==> config.mk <==
export PLATFORM = sky130hd
export DESIGN_NAME = dbg_bp_unit
export DESIGN_NICKNAME = d
export VERILOG_FILES = /design/src/rtl/dbg_bp_pkg.sv /design/src/rtl/dbg_bp_slot.sv /design/src/rtl/dbg_bp_regs.sv /design/src/rtl/dbg_bp_status.sv /design/src/rtl/dbg_bp_unit.sv
export SDC_FILE = /design/constraint.sdc
export NUM_CORES = 1
export LEC_CHECK = 0
export ABC_AREA = 0
export BUFFER_PORTS_ARGS = -buffer_cell sky130_fd_sc_hd__buf_4
export CORE_MARGIN = 4
export CORE_UTILIZATION = 60
export CTS_CLUSTER_SIZE = 10
export DETAILED_ROUTE_END_ITERATION = 10
export PLACE_DENSITY = 0.9
export SLEW_MARGIN = 20
export SYNTH_ARGS = -nofsm -noshare
export SYNTH_HDL_FRONTEND = slang
export SYNTH_SLANG_ARGS = --single-unit
==> constraint.sdc <==
create_clock -name clk -period 2.5 [get_ports clk]
set_input_delay 0.375 -clock clk [delete_from_list [all_inputs] [get_ports clk]]
set_output_delay 0.375 -clock clk [all_outputs]
set_load 0.01 [all_outputs]
==> src/rtl/dbg_bp_pkg.sv <==
package dbg_bp_pkg;

   // Slot kind codes held in the control register
   typedef enum logic [1:0] {
      BK_EXEC = 2'b00,
      BK_DWR  = 2'b01,
      BK_IO   = 2'b10,
      BK_DRW  = 2'b11
   } bp_kind_e;

   localparam int STEP_BIT   = 14;  // single-step flag in status
   localparam int CLR_BITS   = 4;   // low status bits rebuilt each commit
   localparam int KIND_BASE  = 16;  // first kind field in control
   localparam int KIND_PITCH = 4;   // spacing of kind fields
   localparam int STAT_IDX   = 6;
   localparam int CTL_IDX    = 7;

   function automatic int kind_lsb(input int slot);
      return KIND_BASE + KIND_PITCH * slot;
   endfunction

endpackage

==> src/rtl/dbg_bp_slot.sv <==
module dbg_bp_slot
   import dbg_bp_pkg::*;
#(
   parameter int AW  = 32,
   parameter int IDX = 0
) (
   input  logic          clk,
   input  logic          rst_n,
   input  logic [AW-1:0] slot_addr,
   input  logic [AW-1:0] ctl,
   input  logic          ip_valid,
   input  logic [AW-1:0] ip,
   input  logic          wp_hit,
   output logic          hit,
   output logic          enabled
);

   localparam int KL = kind_lsb(IDX);
   localparam int EB = 2 * IDX;

   if (KL + 2 > AW) begin : g_bad_width
      $error("dbg_bp_slot: control word too narrow for slot kind field");
   end

   bp_kind_e kind;
   logic     exec_hit;
   logic     data_hit;

   assign kind     = bp_kind_e'(ctl[KL +: 2]);
   assign enabled  = ctl[EB];
   assign exec_hit = ip_valid && (slot_addr == ip);
   assign data_hit = wp_hit;

   always_comb begin
      unique case (kind)
         BK_EXEC:        hit = exec_hit;
         BK_DWR, BK_DRW: hit = data_hit;
         default:        hit = 1'b0;
      endcase
   end

   // an I/O slot stays silent
   a_r5_io_silent: assert property (@(posedge clk) disable iff (!rst_n)
      (ctl[KL +: 2] == 2'b10) |-> !hit);

endmodule

==> src/rtl/dbg_bp_regs.sv <==
module dbg_bp_regs
   import dbg_bp_pkg::*;
#(
   parameter int AW   = 32,
   parameter int NS   = 4,
   parameter int NREG = 8,
   localparam int SW  = $clog2(NREG)
) (
   input  logic                   clk,
   input  logic                   rst_n,
   input  logic                   wr_en,
   input  logic [SW-1:0]          wr_sel,
   input  logic [AW-1:0]          wr_data,
   input  logic [SW-1:0]          rd_sel,
   output logic [AW-1:0]          rd_data,
   input  logic                   stat_commit,
   input  logic [AW-1:0]          stat_next,
   output logic [NS-1:0][AW-1:0]  slot_addr,
   output logic [AW-1:0]          ctl,
   output logic [AW-1:0]          stat
);

   if (NREG <= CTL_IDX) begin : g_bad_nreg
      $error("dbg_bp_regs: register file must reach the control index");
   end

   logic [NREG-1:0][AW-1:0] rf;

   for (genvar r = 0; r < NREG; r++) begin : g_reg
      logic sel;
      assign sel = wr_en && (wr_sel == SW'(r));
      if (r == STAT_IDX) begin : g_stat
         // hardware commit takes precedence over a software write
         always_ff @(posedge clk) begin
            if (!rst_n)           rf[r] <= '0;
            else if (stat_commit) rf[r] <= stat_next;
            else if (sel)         rf[r] <= wr_data;
         end
      end else begin : g_plain
         always_ff @(posedge clk) begin
            if (!rst_n)   rf[r] <= '0;
            else if (sel) rf[r] <= wr_data;
         end
      end
   end

   for (genvar s = 0; s < NS; s++) begin : g_slot_out
      assign slot_addr[s] = rf[s];
   end

   assign ctl     = rf[CTL_IDX];
   assign stat    = rf[STAT_IDX];
   assign rd_data = rf[rd_sel];

   // status holds when nothing commits or writes it
   a_r8_stat_hold: assert property (@(posedge clk) disable iff (!rst_n)
      (!stat_commit && !(wr_en && wr_sel == SW'(STAT_IDX))) |=> $stable(stat));

   // a plain write lands in the control register
   a_r2_ctl_write: assert property (@(posedge clk) disable iff (!rst_n)
      (wr_en && wr_sel == SW'(CTL_IDX)) |=> (ctl == $past(wr_data)));

endmodule

==> src/rtl/dbg_bp_status.sv <==
module dbg_bp_status
   import dbg_bp_pkg::*;
#(
   parameter int AW = 32,
   parameter int NS = 4
) (
   input  logic          clk,
   input  logic          rst_n,
   input  logic [AW-1:0] stat_cur,
   input  logic [NS-1:0] hits,
   input  logic [NS-1:0] ens,
   input  logic          force_upd,
   input  logic          step_evt,
   output logic [AW-1:0] stat_next,
   output logic          stat_commit,
   output logic          dbg_req
);

   if (NS < 1 || NS > CLR_BITS) begin : g_bad_ns
      $error("dbg_bp_status: slot count must be 1..4");
   end
   if (AW <= STEP_BIT) begin : g_bad_aw
      $error("dbg_bp_status: status word too narrow for step flag");
   end

   localparam logic [AW-1:0] CLR_MASK  = ~AW'((1 << CLR_BITS) - 1);
   localparam logic [AW-1:0] STEP_MASK = AW'(1) << STEP_BIT;

   logic          en_hit;
   logic [AW-1:0] base;

   assign en_hit = |(hits & ens);
   assign base   = (stat_cur & CLR_MASK) | AW'(hits);

   always_comb begin
      stat_next = base;
      if (step_evt) stat_next = base | STEP_MASK;
   end

   assign stat_commit = en_hit || force_upd || step_evt;

   always_ff @(posedge clk) begin
      if (!rst_n) dbg_req <= 1'b0;
      else        dbg_req <= en_hit || step_evt;
   end

   // an enabled match raises the request next cycle
   a_r7_req_on_hit: assert property (@(posedge clk) disable iff (!rst_n)
      (|(hits & ens)) |=> dbg_req);

   // no enabled match and no step means no request
   a_r7_no_req: assert property (@(posedge clk) disable iff (!rst_n)
      (!(|(hits & ens)) && !step_evt) |=> !dbg_req);

   // a step always traps
   a_r9_step_req: assert property (@(posedge clk) disable iff (!rst_n)
      step_evt |=> dbg_req);

endmodule

==> src/rtl/dbg_bp_unit.sv <==
module dbg_bp_unit
   import dbg_bp_pkg::*;
#(
   parameter int AW   = 32,
   parameter int NS   = 4,
   parameter int NREG = 8,
   localparam int SW  = $clog2(NREG)
) (
   input  logic          clk,
   input  logic          rst_n,
   input  logic          wr_en,
   input  logic [SW-1:0] wr_sel,
   input  logic [AW-1:0] wr_data,
   input  logic [SW-1:0] rd_sel,
   output logic [AW-1:0] rd_data,
   input  logic          ip_valid,
   input  logic [AW-1:0] ip,
   input  logic [NS-1:0] wp_hit,
   input  logic          force_upd,
   input  logic          step_evt,
   output logic          dbg_req
);

   if (kind_lsb(NS - 1) + 2 > AW) begin : g_bad_ctl
      $error("dbg_bp_unit: control word cannot hold all kind fields");
   end

   logic [NS-1:0][AW-1:0] slot_addr;
   logic [AW-1:0]         ctl;
   logic [AW-1:0]         stat;
   logic [AW-1:0]         stat_next;
   logic                  stat_commit;
   logic [NS-1:0]         hits;
   logic [NS-1:0]         ens;

   dbg_bp_regs #(.AW(AW), .NS(NS), .NREG(NREG)) u_regs (
      .clk         (clk),
      .rst_n       (rst_n),
      .wr_en       (wr_en),
      .wr_sel      (wr_sel),
      .wr_data     (wr_data),
      .rd_sel      (rd_sel),
      .rd_data     (rd_data),
      .stat_commit (stat_commit),
      .stat_next   (stat_next),
      .slot_addr   (slot_addr),
      .ctl         (ctl),
      .stat        (stat)
   );

   for (genvar s = 0; s < NS; s++) begin : g_slot
      dbg_bp_slot #(.AW(AW), .IDX(s)) u_slot (
         .clk       (clk),
         .rst_n     (rst_n),
         .slot_addr (slot_addr[s]),
         .ctl       (ctl),
         .ip_valid  (ip_valid),
         .ip        (ip),
         .wp_hit    (wp_hit[s]),
         .hit       (hits[s]),
         .enabled   (ens[s])
      );
   end

   dbg_bp_status #(.AW(AW), .NS(NS)) u_status (
      .clk         (clk),
      .rst_n       (rst_n),
      .stat_cur    (stat),
      .hits        (hits),
      .ens         (ens),
      .force_upd   (force_upd),
      .step_evt    (step_evt),
      .stat_next   (stat_next),
      .stat_commit (stat_commit),
      .dbg_req     (dbg_req)
   );

   // the step flag shows up in status after a step
   a_r9_step_flag: assert property (@(posedge clk) disable iff (!rst_n)
      step_evt |=> stat[STEP_BIT]);

   // a commit with no match leaves the slot flags clear
   a_r6_flags_clear: assert property (@(posedge clk) disable iff (!rst_n)
      (stat_commit && hits == '0) |=> (stat[CLR_BITS-1:0] == '0));

   // a commit keeps the upper status bits except the step flag
   a_r6_upper_kept: assert property (@(posedge clk) disable iff (!rst_n)
      (stat_commit && !step_evt) |=> (stat[AW-1:CLR_BITS] == $past(stat[AW-1:CLR_BITS])));

endmodule

Yosys cells after proc, flatten, opt, wreduce, memory -nomap -nowiden
Index checks and enable logic that the tools add are counted.

storage, ports and cells
  flip-flop bits (word level) = 257
  input port bits = 80
  output and inout port bits = 33
  logic and storage cells = 66

operators by class
  magnitude comparators = 1
  eq/ne operators = 19
  multiplexer cells = 9
  bitwise gates (word level) = 2
  reduce and logical (&&, ||, !) cells = 26

operator list
  operator                                                     number
  equality test 32 bit                                         4
  binary-select mux 32 bit (select 3 bit)                      1
  two-way mux 32 bit                                           3
  OR 32 x 4 -> 32 bit                                          1
  two-way mux 15 bit                                           1
  equality test 3 bit (second input constant)                  4
  logical AND 1 bit                                            12
  equality test 2 x 1 -> 1 bit (second input constant)         4
  equality test 2 bit (second input constant)                  4
  zero test 2 bit                                              4
  case mux 1 bit (2 select lines)                              4
  OR reduction 2 bit                                           4
  equality test 3 x 2 -> 1 bit (second input constant)         2
  bitwise AND 4 bit                                            1
  less-than comparator 3 x 4 -> 1 bit (second input constant)  1
  OR reduction 4 bit                                           1
  equality test 3 x 1 -> 1 bit (second input constant)         1
  zero test 3 bit                                              1
  logical OR 1 bit                                             3
  nonzero test 2 bit                                           1

Logic depth before layout (Yosys ltp)
  word-level depth = 8
  mapped depth = 10

Cells and area by module
From an unflattened synthesis, not the netlist that was laid out.

unflattened totals
  cell total of the unflattened synthesis = 1729
  area, all modules = 15278.4 um^2

by module, submodules not included
  module         times used  cells each  area each (um^2)  seq. area each (um^2)
  dbg_bp_regs    1           1508        13518.0           5124.9
  dbg_bp_slot    4           46          367.9             0.0
  dbg_bp_status  1           37          289.0             20.0

Worst setup path before layout
No wires, ideal clock.

  path type = in2out
  start point = input rd_sel[0]
  end point = output rd_data[2]
  arrival time = 1.878 ns
  data required time = 2.125 ns
  slack = 0.247 ns
  stages on the path = 4
  buffers on the path = 2
  cell sequence = clkbuf_1 -> buf_2 -> mux4_2 -> mux2_2

between the ends
  word-level cells in the longest chain between the ends = 2

RTL lines
  item                                      RTL line           RTL
  start, declared                           dbg_bp_unit.sv:14  input logic [SW-1:0] rd_sel,
  binary-select mux 32 bit (select 3 bit)   dbg_bp_regs.sv:53  assign rd_data = rf[rd_sel];
  two-way mux 32 bit (implied by the code)  dbg_bp_regs.sv:53
  end, declared                             dbg_bp_unit.sv:15  output logic [AW-1:0] rd_data,

No other way between the ends. The select of a mux whose other input is x is not followed.

Worst setup path in the final report
  start point = input rd_sel[0]
  end point = output rd_data[6]

Same word-level chain as after synthesis.

==> results.yml <==
run_status:
  outcome: "complete, no violations"
sta:
  min_period_ns: 2.36
  fmax_mhz: 423
  rsz0062_at_grt: "no"
  period_share_pct: 94.5
  fin_hold_ws_ns: 0.115
  hold_violations: 0
  maxSlewHeadroom_pct: 57.3
  finalSetupViolations: 0
  tightest_slew_ns: 0.640
  maxSlewViolCount: 0
  setup_ws_ns: 0.138
  skew_ns: 0.0211
drt:
  wl_met3_mm: 5.67
  drt_wl_total_mm: 43.2
  first_pass_iters: 6
  top_layer: "met4"
  wl_met1_mm: 15.2
  route.vias.total: 11900
  viasPerCell: 6.49
  drc: 0
  final_antenna_net_count: 0
  routedWlPerCell_um: 23.4
  initialDrtViolationCount: 1584
  wl_met2_mm: 19.7
setup_path:
  path_class: "in2out"
  cp.required_ns: 2.12
  path_cells: "buf_4, buf_4, mux4_2, mux2_2, buf_4"
  crit_family: "multiplexers"
  cp_num_buf_inv: 3
  worst_setup_path_end_kind: "primary output"
  critPathMaxFanout: 11
  slowest_stage: "mux4_2"
  slowest_delay_ns: 0.55
  crit_top_cell: "buf_4"
  start_kind: "primary input"
  cp.arrival_ns: 1.99
yosys:
  synth_common_cells: "nand2_1 (461), dfxtp_1 (257), a21oi_1 (256)"
  synthTopCellsByArea: "dfxtp_1 (41%), nand2_1 (14%), mux4_2 (11%)"
  synth_top_area_share_pct: 40.9
  synthArstFlopShare_pct: 0
  synth_seq_cells: 257
  syn_nets: 1566
  avgSynthCellArea_um2: 8.47
  synth_area_leader_cell: "dfxtp_1"
  synth_cell_types: 40
  synth-edff-count: 0
  ys.flop_type: "dfxtp_1"
  syn_inst: 1486
  ys_seq_area_share_pct: 40.9
  synth_area_um2: 12600
  yosys_warnings: 0
  yosysMostFrequentCell: "nand2_1"
global_routing:
  grt_pass1_vias: 11600
  grtUsageTotal_pct: 35.7
  antenna_found_initial: 0
  grt_pass1_wl_mm: 66.3
  overflow: 0
  grt_max_degree: 73
placed_design:
  gp_congestion: 1.03
  placed_cells: 1801
  place_hpwl_mm: 29.5
  place_area_um2: 13900
  place_ws_ns: -0.359
  port_buffers: 112
clock_network:
  clock_path_buffers: 3
  root_buffer: "clkbuf_16"
  hold_buffers: 0
  clkLatencyLatePin_ns: 0.56
  clock_sinks: 257
  numCtsBuffers: 30
  htree_levels: 1
  cts_tree: "done"
  clk_pin_slew_ns: 0.05
floorplan:
  core_um2: 20400
  die_w_um: 153
  num_rows: 52
  die_area_um2: 23400
  start_util_pct: 61.6
  io_pins: 113
  die_height_um: 153
layout:
  fin_area_um2: 14700
  area_growth_pct: 17.0
  layout-drive-gt1-share_pct: 20.9
  n_antenna_cell: 0
  instances_no_fill: 1841
  fin_nets: 1646
  nFillCells: 1457
power_and_ir_drop:
  ir_drop_v: 0.000546
  total_power_mw: 9.02
  p_per_area_nw_per_um2: 612
  p_leak_nw: 5.43
min_path:
  hold_path.class: "in2reg"
flow_run:
  drv_cap: 0
## flip-flops by register name (all words and copies together) (netlist names)
register          flops
u_regs.slot_addr    128
u_status.dbg_req      1
u_regs.rf            64
u_regs.ctl           32
u_regs.stat          32
## power breakdown
part / internal, mW / leakage (nW) / total (mW) / switching [mW]
Clock: 2.13 / 0.387 / 3.75 / 1.62
Sequential: 4.18 / 2.08 / 4.25 / 0.0657
Combinational: 0.397 / 2.96 / 1.02 / 0.622
## what timing repair did
action / CTS / global route
resized for setup: 2 / 2
setup buffers: 0 / 3
pin swaps: 0 / 0
endpoints found under the setup margin: 33 / 8
## per-stage QoR
step                      utilization, %  TNS [ns]
after floorplan                        -         0
after global placement              68.0    -13.95
after detailed placement            68.0     -9.38
after CTS                           71.9         0
after global routing                72.1         0
final                               72.1         0
## cell type report
class                   instances  area (um2)  area share (%)
multi-input cells            1093        6910            46.9
flip-flops and latches        257        5140            34.9
repair buffers                183        1540            10.4
clock buffers                  35         769            5.22
well taps                     270         338            2.29
clock inverters                 2        25.0           0.170
inverters                       1        8.76          0.0595
## path summary, 6_finish.rpt
check / slack (ns) / depth (start not counted) / start / end
max: 0.14 / 5 / rd_sel[0] / rd_data[6]
min reg2reg: 0.45 / 2 / u_regs.rf[182] / u_regs.rf[182]
min: 0.12 / 3 / wr_data[15] / u_regs.ctl[15]
max reg2reg: 0.14 / 8 / u_regs.slot_addr[1] / u_regs.stat[2]
## per-layer routing
metal	global-route usage, %	vias up
met5	0	-
met4	16.5	0
met3	7.52	217
met2	57.0	910
met1	46.8	5631
li1	-	5189
## worst min-delay path: cells and delay by family
family                 cells  cell delay, ns
AOI/OAI and AO/OA          1            0.05
buffers and inverters      1            0.14
and+or+nand+nor            1            0.06
## cell usage in the layout (no fill, tap or decap), types with 5 or more instances in the layout
| master | Yosys | routed |
|---|---|---|
| xnor2_1 | 37 | 37 |
| xor2_1 | 91 | 91 |
| buf_4 | 3 | 170 |
| nand2_1 | 461 | 461 |
| nor4_1 | 23 | 20 |
| clkbuf_1 | 91 | 5 |
| nand4_1 | 16 | 16 |
| o21ai_0 | 7 | 7 |
| a21oi_1 | 256 | 256 |
| mux2_2 | 32 | 32 |
| nand3_1 | 40 | 40 |
| dfxtp_1 | 257 | 257 |
| nor2_1 | 10 | 6 |
| mux4_2 | 64 | 64 |
| o21ai_1 | 20 | 20 |
| buf_12 | 1 | 13 |
| clkbuf_16 | 0 | 30 |
## cell families (layout without fill, tap and decap cells)
| family | after synthesis | after routing | share of synthesized area, % |
|---|---|---|---|
| buf+inv | 136 | 221 | 4.70 |
| flops | 257 | 257 | 40.9 |
| mux | 100 | 100 | 14.6 |
| simple gates | 573 | 573 | 19.0 |
| compound gates | 292 | 292 | 11.9 |
| xor+xnor | 128 | 128 | 8.90 |
(Power assumes the default switching activity.)
